==> config.mk <==
export PLATFORM = sky130hd
export DESIGN_NAME = ls_lane_unit
export DESIGN_NICKNAME = d
export VERILOG_FILES = /design/src/rtl/lsl_pkg.sv /design/src/rtl/lsl_load_extend.sv /design/src/rtl/lsl_store_lanes.sv /design/src/rtl/ls_lane_unit.sv
export SDC_FILE = /design/constraint.sdc
export NUM_CORES = 1
export LEC_CHECK = 0
export BUFFER_PORTS_ARGS = -buffer_cell sky130_fd_sc_hd__buf_2
export CAP_MARGIN = 25
export CELL_PAD_IN_SITES_DETAIL_PLACEMENT = 0
export CELL_PAD_IN_SITES_GLOBAL_PLACEMENT = 1
export CORE_MARGIN = 1.5
export CORE_UTILIZATION = 32
export CTS_BUF_LIST = sky130_fd_sc_hd__clkbuf_16
export CTS_CLUSTER_DIAMETER = 200
export CTS_CLUSTER_SIZE = 28
export DETAILED_ROUTE_END_ITERATION = 10
export GPL_TIMING_DRIVEN = 0
export MAX_ROUTING_LAYER = met4
export PLACE_DENSITY = 0.8
export RECOVER_POWER = 25
export SETUP_SLACK_MARGIN = 0.2
export SLEW_MARGIN = 0
export SYNTH_ARGS = -nofsm -noshare
export SYNTH_HDL_FRONTEND = slang
export SYNTH_SLANG_ARGS = --single-unit
export TNS_END_PERCENT = 50
==> constraint.sdc <==
create_clock -name clk -period 2.25 [get_ports clk]
set_clock_uncertainty 0.2 [all_clocks]
set_input_delay 0.3375 -clock clk [delete_from_list [all_inputs] [get_ports clk]]
set_output_delay 0.3375 -clock clk [all_outputs]
set_load 0.1 [all_outputs]
==> src/rtl/lsl_pkg.sv <==
// Package: shared access-code encodings for the load extend and store lane unit.
// Assumes a 3-bit code whose bits 1:0 give log2 of the access size in bytes
// and whose bit 2 marks an unsigned load (or an unsupported store).
package lsl_pkg;

    typedef enum logic [2:0] {
        ACC_B  = 3'b000,
        ACC_H  = 3'b001,
        ACC_W  = 3'b010,
        ACC_D  = 3'b011,
        ACC_BU = 3'b100,
        ACC_HU = 3'b101,
        ACC_WU = 3'b110,
        ACC_XX = 3'b111
    } acc_code_e;

    localparam int SZ_W = 2;

endpackage

==> src/rtl/lsl_load_extend.sv <==
// Module: load lane extraction and extension.
// Selects the addressed lane of a memory word (little-endian, offset aligned
// down to the access size) and extends it to DATA_W bits. Purely combinational.
// Assumes that the size field of the code never asks for more than DATA_W bits.
module lsl_load_extend #(
    parameter  int DATA_W = 64,
    localparam int LANES  = DATA_W / 8,
    localparam int OFS_W  = $clog2(LANES)
) (
    input  logic [DATA_W-1:0] rdata,
    input  logic [OFS_W-1:0]  addr_lo,
    input  logic [2:0]        code,
    output logic [DATA_W-1:0] result,
    output logic              err
);
    import lsl_pkg::*;

    localparam int NSZ = OFS_W + 1;

    logic [SZ_W-1:0]   sz;
    logic              sign_en;
    logic [OFS_W-1:0]  lo_mask;
    logic [OFS_W-1:0]  off_al;
    logic [DATA_W-1:0] shifted;
    logic [DATA_W-1:0] cand [NSZ];

    // Decode the size and signedness, then align the offset to the size.
    always_comb begin
        sz      = code[SZ_W-1:0];
        sign_en = ~code[2];
        lo_mask = ~OFS_W'((1 << sz) - 1);
        off_al  = addr_lo & lo_mask;
        shifted = rdata >> {off_al, 3'b000};
    end

    // One extended candidate per access size.
    for (genvar k = 0; k < NSZ; k++) begin : g_size
        localparam int BW = 8 << k;
        if (BW < DATA_W) begin : g_ext
            logic fill;
            assign fill    = sign_en & shifted[BW-1];
            assign cand[k] = {{(DATA_W-BW){fill}}, shifted[BW-1:0]};
        end else begin : g_full
            assign cand[k] = shifted;
        end
    end

    // Flag the unsupported code and pick the candidate for the size.
    always_comb begin
        err    = (code[2] == 1'b1) && (int'(sz) == NSZ - 1);
        result = err ? '0 : cand[sz];
    end

endmodule

==> src/rtl/lsl_store_lanes.sv <==
// Module: store lane placement and byte-enable generation.
// Places the low bytes of the source into the addressed lanes, zeroes every
// other lane and builds the matching byte-enable mask. Purely combinational.
// Assumes that codes with bit 2 set are not store codes.
module lsl_store_lanes #(
    parameter  int DATA_W = 64,
    localparam int LANES  = DATA_W / 8,
    localparam int OFS_W  = $clog2(LANES)
) (
    input  logic [DATA_W-1:0] src,
    input  logic [OFS_W-1:0]  addr_lo,
    input  logic [2:0]        code,
    output logic [DATA_W-1:0] wdata,
    output logic [LANES-1:0]  be,
    output logic              err
);
    import lsl_pkg::*;

    logic [SZ_W-1:0]   sz;
    logic [OFS_W-1:0]  off_al;
    logic [LANES-1:0]  base_be;
    logic [DATA_W-1:0] lane_mask;

    // Build the enable mask for the size and aligned offset.
    always_comb begin
        sz      = code[SZ_W-1:0];
        err     = code[2];
        off_al  = addr_lo & ~OFS_W'((1 << sz) - 1);
        base_be = LANES'((1 << (1 << sz)) - 1);
        be      = err ? '0 : (base_be << off_al);
    end

    // Expand each enable bit into a byte-wide data mask.
    for (genvar i = 0; i < LANES; i++) begin : g_lane
        assign lane_mask[8*i +: 8] = {8{be[i]}};
    end

    // Shift the source into place and clear the lanes that are not enabled.
    always_comb wdata = (src << {off_al, 3'b000}) & lane_mask;

endmodule

==> src/rtl/ls_lane_unit.sv <==
// Module: top of the load extend and store lane unit.
// Runs the load and store paths side by side and registers all their results
// with a synchronous active-low reset. Assumes a single clock domain.
module ls_lane_unit #(
    parameter  int DATA_W = 64,
    localparam int LANES  = DATA_W / 8,
    localparam int OFS_W  = $clog2(LANES)
) (
    input  logic              clk,
    input  logic              rst_n,
    input  logic [DATA_W-1:0] mem_rdata,
    input  logic [OFS_W-1:0]  ld_addr_lo,
    input  logic [2:0]        ld_code,
    input  logic [DATA_W-1:0] st_src,
    input  logic [OFS_W-1:0]  st_addr_lo,
    input  logic [2:0]        st_code,
    output logic [DATA_W-1:0] ld_result,
    output logic              ld_err,
    output logic [DATA_W-1:0] st_wdata,
    output logic [LANES-1:0]  st_be,
    output logic              st_err
);
    logic [DATA_W-1:0] ld_val;
    logic              ld_bad;
    logic [DATA_W-1:0] st_val;
    logic [LANES-1:0]  st_en;
    logic              st_bad;

    lsl_load_extend #(.DATA_W(DATA_W)) u_load (
        .rdata   (mem_rdata),
        .addr_lo (ld_addr_lo),
        .code    (ld_code),
        .result  (ld_val),
        .err     (ld_bad)
    );

    lsl_store_lanes #(.DATA_W(DATA_W)) u_store (
        .src     (st_src),
        .addr_lo (st_addr_lo),
        .code    (st_code),
        .wdata   (st_val),
        .be      (st_en),
        .err     (st_bad)
    );

    // Output stage: capture both paths, cleared by reset.
    always_ff @(posedge clk) begin
        if (!rst_n) begin
            ld_result <= '0;
            ld_err    <= 1'b0;
            st_wdata  <= '0;
            st_be     <= '0;
            st_err    <= 1'b0;
        end else begin
            ld_result <= ld_val;
            ld_err    <= ld_bad;
            st_wdata  <= st_val;
            st_be     <= st_en;
            st_err    <= st_bad;
        end
    end

endmodule

==> impl_metrics.env, run 1 <==
export IMPL_hpwl_um=24100
export IMPL_final_core_util_pct=46.3
export IMPL_fillers=2162
export IMPL_crit_fanout=10
export IMPL_synth_xor_area_share_pct=0.124
export IMPL_layout_cells_most_common="buf_2"
export IMPL_path_common_cell="buf_12"
export IMPL_cts_setup_buffers=0
export IMPL_critPathCaptureType="flip-flop"
export IMPL_gr_total_overflow=0
export IMPL_synth_cells=853
export IMPL_final_cells=1456
export IMPL_yosys_warnings=0
export IMPL_start_util_pct=32.5
export IMPL_finalSetupViolations=0
export IMPL_slew_headroom_pct=50.7
export IMPL_ys_ff_latch=138
export IMPL_tritoncts="done"
export IMPL_cts_max_level=4
export IMPL_grt_max_degree=17
export IMPL_clk_pin_slew_ps=60
export IMPL_fin_crit_sh_pct=92.6
export IMPL_fmax_ghz=0.480
export IMPL_hold_viol=0
export IMPL_grt_use_total_pct=27.4
export IMPL_setup_ws_ps=166
export IMPL_path_delay_family="buffers and inverters"
export IMPL_grt_util_met3_pct=6.27
export IMPL_root_buffer="clkbuf_16"
export IMPL_preCtsSetupSlack_ps=-726
export IMPL_maxCapViolCount=0
export IMPL_synth_simple_area_share_pct=19.4
export IMPL_grt_pass1_vias=7598
export IMPL_drive_gt1_share_pct=38.5
export IMPL_critPathRequiredTime_ps=2360
export IMPL_cts_sinks=138
export IMPL_rsz0062_at_grt="true"
export IMPL_status="completed"
export IMPL_ant_nets=0
export IMPL_finalCriticalPeriod_ps=2080
export IMPL_seq_area_frac_synth_pct=39.2
export IMPL_path_cells="buf_2, buf_8, nor2b_1, ha_1, and2_4, buf_12, buf_12, mux2i_4, o21ai_0, a21oi_2, nor2_1"
export IMPL_die_h_um=151
export IMPL_fin_nets=1306
export IMPL_num_rows=54
export IMPL_drt_wirelength_per_cell_um=21.5
export IMPL_die_area_mm2=0.0229
export IMPL_p_leak_nw=4.67
export IMPL_synth_top_family_by_area="compound AO/OA/AOI/OAI gates"
export IMPL_arrival_ps=2190
export IMPL_io_pins=280
export IMPL_synth_fa_ha_area_share_pct=0.178
export IMPL_syn_to_final_growth_pct=42.6
export IMPL_clockBufferDepth=2
export IMPL_slew_viol_final=0
export IMPL_vias=7929
export IMPL_synth_edf_count=0
export IMPL_routed_via_density=5.45
export IMPL_p_total_w=0.00822
export IMPL_grtUsageMet2_pct=45.1
export IMPL_hp_class="in -> reg"
export IMPL_numPlacedInstances=1411
export IMPL_gr_max_usage_layer="met2"
export IMPL_critPathMaxStageDelay_ps=280
export IMPL_powerDensity_mw_per_mm2=818
export IMPL_grt_pass1_wl_um=44900
export IMPL_tightest_slew_ps=737
export IMPL_path_class="in -> reg"
export IMPL_drc=0
export IMPL_start_kind="input port"
export IMPL_syn_area_mm2=0.00705
export IMPL_numPortBuffers=277
export IMPL_synth_main_ff_cell="dfxtp_1"
export IMPL_ir_drop_mv=0.458
export IMPL_antenna_found_initial=1
export IMPL_slowest_stage="ha_1"
export IMPL_syn_nets=996
export IMPL_synthDistinctLibCells=56
export IMPL_cts_buffers=17
export IMPL_layout_common_cells="buf_2, dfxtp_1, nand2_1"
export IMPL_gp_congestion=0.959
export IMPL_postSynthAreaPerCell_um2=8.26
export IMPL_dpl_instance_area_mm2=0.00888
export IMPL_critical_path_buf_inv_count=4
export IMPL_synth_mux_area_share_pct=14.5
export IMPL_ys_async_sr_fraction_pct=0
export IMPL_dr_pass1_iters=5
export IMPL_fin_area_mm2=0.0101
export IMPL_use_met1_pct=33.1
export IMPL_dieWidth_um=151
export IMPL_synth_compound_area_share_pct=20.1
export IMPL_core_mm2=0.0217
export IMPL_routed_wl_um=31300
export IMPL_drtIter0Drc=509
## stage by stage
step	hold slack (ps)	TNS [ps]
2_1_floorplan	259	0
3_3_place_gp	363	-40020
3_5_place_dp	372	-36150
4_1_cts	3.59	0
5_1_grt	38.2	0
6_report	24.6	0
## sequential cells by signal, summed over array words and instances, names as in the netlist
| name | cells |
|---|---|
| ld_err | 1 |
| ld_result | 64 |
| st_be | 8 |
| st_err | 1 |
| st_wdata | 64 |
## cell usage after synthesis (8+ instances only)
| cell | count | area (µm²) |
|---|---|---|
| a21oi_1 | 92 | 460 |
| a22oi_1 | 15 | 113 |
| a311oi_1 | 14 | 123 |
| a31oi_1 | 10 | 62.6 |
| and2_1 | 20 | 125 |
| buf_2 | 19 | 95.1 |
| buf_6 | 12 | 135 |
| clkbuf_1 | 34 | 128 |
| dfxtp_1 | 138 | 2760 |
| inv_1 | 11 | 41.3 |
| mux2_2 | 8 | 90.1 |
| mux2i_1 | 66 | 661 |
| mux4_2 | 11 | 248 |
| nand2_1 | 135 | 507 |
| nand3_1 | 18 | 90.1 |
| nor2_1 | 82 | 308 |
| nor4_1 | 9 | 56.3 |
| o211ai_1 | 11 | 82.6 |
| o21ai_0 | 52 | 260 |
| o21ai_1 | 21 | 105 |
## report_power, final
group	internal, W	switching, W	total, W
combinational	0.000637	0.00192	0.00255
sequential	0.00259	0.0000454	0.00263
clock	0.00186	0.00117	0.00303
## kinds of logic after synthesis
logic type | count (synthesis)
and+or+nand+nor | 301
muxes | 86
AOI/OAI and AO/OA | 241
DFF | 138
buffers and inverters | 85
adders and majority gates | 1
xor gates and xnor gates | 1
## path summary, 6_finish.rpt
check	from	endpoint	slack (ps)	cells after the start
setup / recovery	st_code[0]	st_wdata[48]$_SDFF_PN0_	170	11
hold / removal	rst_n	st_err$_SDFF_PN0_	20	2
## repair_timing
action | CTS | global route
endpoints found under the setup margin | 60 | 68
resized for setup | 22 | 91
pin swaps | 1 | 10
endpoints found under the hold margin | 9 | 0
hold buffers | 9 | 0
gates cloned | 0 | 4
## metal layers
layer | part of all wire [%] | vias to the layer above
met5 | 0 | -
met4 | 2.6 | 0
met3 | 9.1 | 64
met2 | 48 | 460
met1 | 40 | 3754
li1 | - | 3651
## cell type report
type	instances	area (µm²)	area share, %
Multi-Input combinational cell	630	4130	41.1
Sequential cell	138	2760	27.5
Timing Repair Buffer	291	1570	15.6
Buffer	74	572	5.69
Clock buffer	17	425	4.23
Tap cell	280	350	3.49
Clock inverter	14	195	1.94
Inverter	11	41.3	0.411
Antenna cell	1	2.50	0.0249
No activity file was read; power rests on OpenSTA's default activity.
==> run 2, diff against run 1 <==
- CORE_ASPECT_RATIO: default -> 1.1
- CORE_UTILIZATION: 32 -> 35
- SYNTH_HIERARCHICAL: default -> 1
==> run 2 against run 1 <==
  * Total power increased by 4.8%
  * Sequential cell count is the same
  * Via count up 7.0%
  * First-iteration DRC count up 56%
  * Sequential power is essentially flat
  * Routed wire length rose by 10%
  * Global-route usage up 0.16 points
  * Hold slack improved by 31 ps
  * Critical path type unchanged
  * Largest cell class unchanged
  * Largest power group is now combinational cells
  * Highest routed layer unchanged
==> impl_metrics.env, run 2 <==
export IMPL_powerDensity_mw_per_mm2=711
export IMPL_seq_area_frac_synth_pct=33.2
export IMPL_syn_nets=995
export IMPL_min_delay_start="st_src[0]"
export IMPL_syn_area_mm2=0.00833
export IMPL_layout_common_cells="buf_2, dfxtp_1, and2_1"
export IMPL_slew_headroom_pct=41.6
export IMPL_die_h_um=165
export IMPL_synthTopCellsByArea="dfxtp_1, and2_1, mux2i_1"
export IMPL_arrival_ps=2310
export IMPL_maxCapViolCount=0
export IMPL_gr_total_overflow=0
export IMPL_start_util_pct=35.5
export IMPL_slowest_stage="mux2i_1"
export IMPL_synth_top_area_cell="dfxtp_1"
export IMPL_hpwl_um=25400
export IMPL_p_total_w=0.00861
export IMPL_critPathCaptureType="flip-flop"
export IMPL_clk_pin_slew_ps=70
export IMPL_postSynthAreaPerCell_um2=9.77
export IMPL_tritoncts="done"
export IMPL_fin_crit_sh_pct=97.2
export IMPL_gp_congestion=0.950
export IMPL_vias=8486
export IMPL_ys_async_sr_fraction_pct=0
export IMPL_path_common_cell="buf_2"
export IMPL_start_kind="input port"
export IMPL_synthDistinctLibCells=76
export IMPL_p_leak_nw=5.39
export IMPL_root_buffer="clkbuf_16"
export IMPL_num_rows=59
export IMPL_tightest_slew_ps=877
export IMPL_hp_class="in -> reg"
export IMPL_hold_slack_ps=55.3
export IMPL_ant_nets=0
export IMPL_routed_via_density=5.55
export IMPL_cts_sinks=138
export IMPL_startpoint="st_addr_lo[0]"
export IMPL_die_area_mm2=0.0247
export IMPL_hold_viol=0
export IMPL_critPathRequiredTime_ps=2370
export IMPL_dieWidth_um=150
export IMPL_synth_cells=852
export IMPL_crit_fanout=10
export IMPL_core_mm2=0.0235
export IMPL_finalSetupViolations=0
export IMPL_path_cells="buf_2, or3b_1, buf_2, buf_6, mux2i_1, mux2_2, a211oi_1, and2_1"
export IMPL_yosys_warnings=6
export IMPL_synth_top_area_share_pct=33.2
export IMPL_grt_max_degree=17
export IMPL_clockBufferDepth=2
export IMPL_routed_wl_um=34500
export IMPL_drive_gt1_share_pct=50.9
export IMPL_fin_nets=1349
export IMPL_grt_use_total_pct=27.6
export IMPL_slew_viol_final=0
export IMPL_biggestRegsByFlops="ld_result x64, st_wdata x64, st_be x8"
export IMPL_critPathMaxStageDelay_ps=540
export IMPL_hold_buffers=0
export IMPL_grt_pass1_wl_um=48700
export IMPL_synth_most_common_cell="and2_1"
export IMPL_path_delay_family="multiplexers"
export IMPL_synthTopCellsByCount="and2_1, dfxtp_1, nor2_1"
export IMPL_ys_ff_latch=138
export IMPL_synth_main_ff_cell="dfxtp_1"
export IMPL_synth_edf_count=0
export IMPL_cts_buffers=17
export IMPL_antenna_found_initial=4
export IMPL_status="completed"
export IMPL_drt_wirelength_per_cell_um=22.5
export IMPL_numPortBuffers=278
export IMPL_grt_pass1_vias=8090
export IMPL_cts_max_level=4
export IMPL_rsz0062_at_grt="true"
export IMPL_syn_to_final_growth_pct=45.5
export IMPL_finalCriticalPeriod_ps=2190
export IMPL_drtIter0Drc=793
export IMPL_dr_pass1_iters=7
export IMPL_ir_drop_mv=0.418
export IMPL_layout_cells_most_common="buf_2"
export IMPL_path_class="in -> reg"
export IMPL_io_pins=280
export IMPL_drc=0
export IMPL_critical_path_buf_inv_count=3
export IMPL_fmax_ghz=0.457
## run 2: cell count changes after synthesis, moves of 17 or more
cell / delta
and2_1: +119
nand2_1: -80
a21oi_1: -71
o21ai_0: -51
a21oi_2: +31
mux2_2: +22
o21ai_1: -21
a211oi_1: +20
nand3_1: -17
## run 2: per-stage QoR
| step | utilization [%] | setup WS, ps | cell area, µm² | setup TNS (ps) | std cells |
|---|---|---|---|---|---|
| 3_5_place_dp | 43.7 | -580 | 10200 | -54750 | 1435 |
| 5_1_grt | 51.6 | 76.8 | 12100 | 0 | 1528 |
| 6_report | 51.6 | 62.1 | 12100 | 0 | 1529 |
| 2_1_floorplan | - | -59.1 | 8470 | -1170 | 852 |
| 3_3_place_gp | 43.7 | -557 | 10200 | -53700 | 1435 |
| 4_1_cts | 49.3 | 130 | 11600 | 0 | 1506 |
## run 2: metal layers
layer | track usage [%] | share of wire (%)
met5 | - | 0
met4 | 14.3 | 5.0
met3 | 4.59 | 8.6
met2 | 44.0 | 48
met1 | 33.3 | 39
## run 2: layout make-up
class / count / area (µm²)
multi-input cells: 624 / 5320
inverters: 9 / 33.8
plain buffers: 80 / 811
well taps: 305 / 382
diodes: 5 / 12.5
repair buffers: 336 / 2230
clock buffers: 17 / 425
clock inverters: 15 / 141
fillers: 2173 / 11400
flip-flops and latches: 138 / 2760
## run 2: worst paths after layout
kind | depth (start not counted) | end
setup / recovery | 8 | st_wdata[56]$_SDFF_PN0_
hold / removal | 3 | st_wdata[0]$_SDFF_PN0_
## run 2: cell families (layout without fill, tap and decap cells)
family                     count (synthesis)  in the layout  synth area share [%]
and+or+nand+nor                          334            334                  22.4
AOI/OAI and AO/OA                        190            190                  21.7
DFF                                      138            138                  33.2
muxes                                     99             99                  14.5
buffers and inverters                     90            457                  7.96
adders and majority gates                  1              1                 0.150
other                                      0              5                     0
## run 2: where the power goes
group	switching (W)	total (W)	leakage, nW	internal (W)
logic	0.00214	0.00320	3.99	0.00105
registers	0.0000461	0.00264	1.13	0.00259
clock network	0.00123	0.00278	0.272	0.00154
total	0.00342	0.00861	5.39	0.00518
## run 2: repair_timing
action	CTS	global route
pin swaps	14	74
gates resized for setup	66	63
setup buffers	33	14
gates cloned	6	5
setup endpoints to repair	127	116
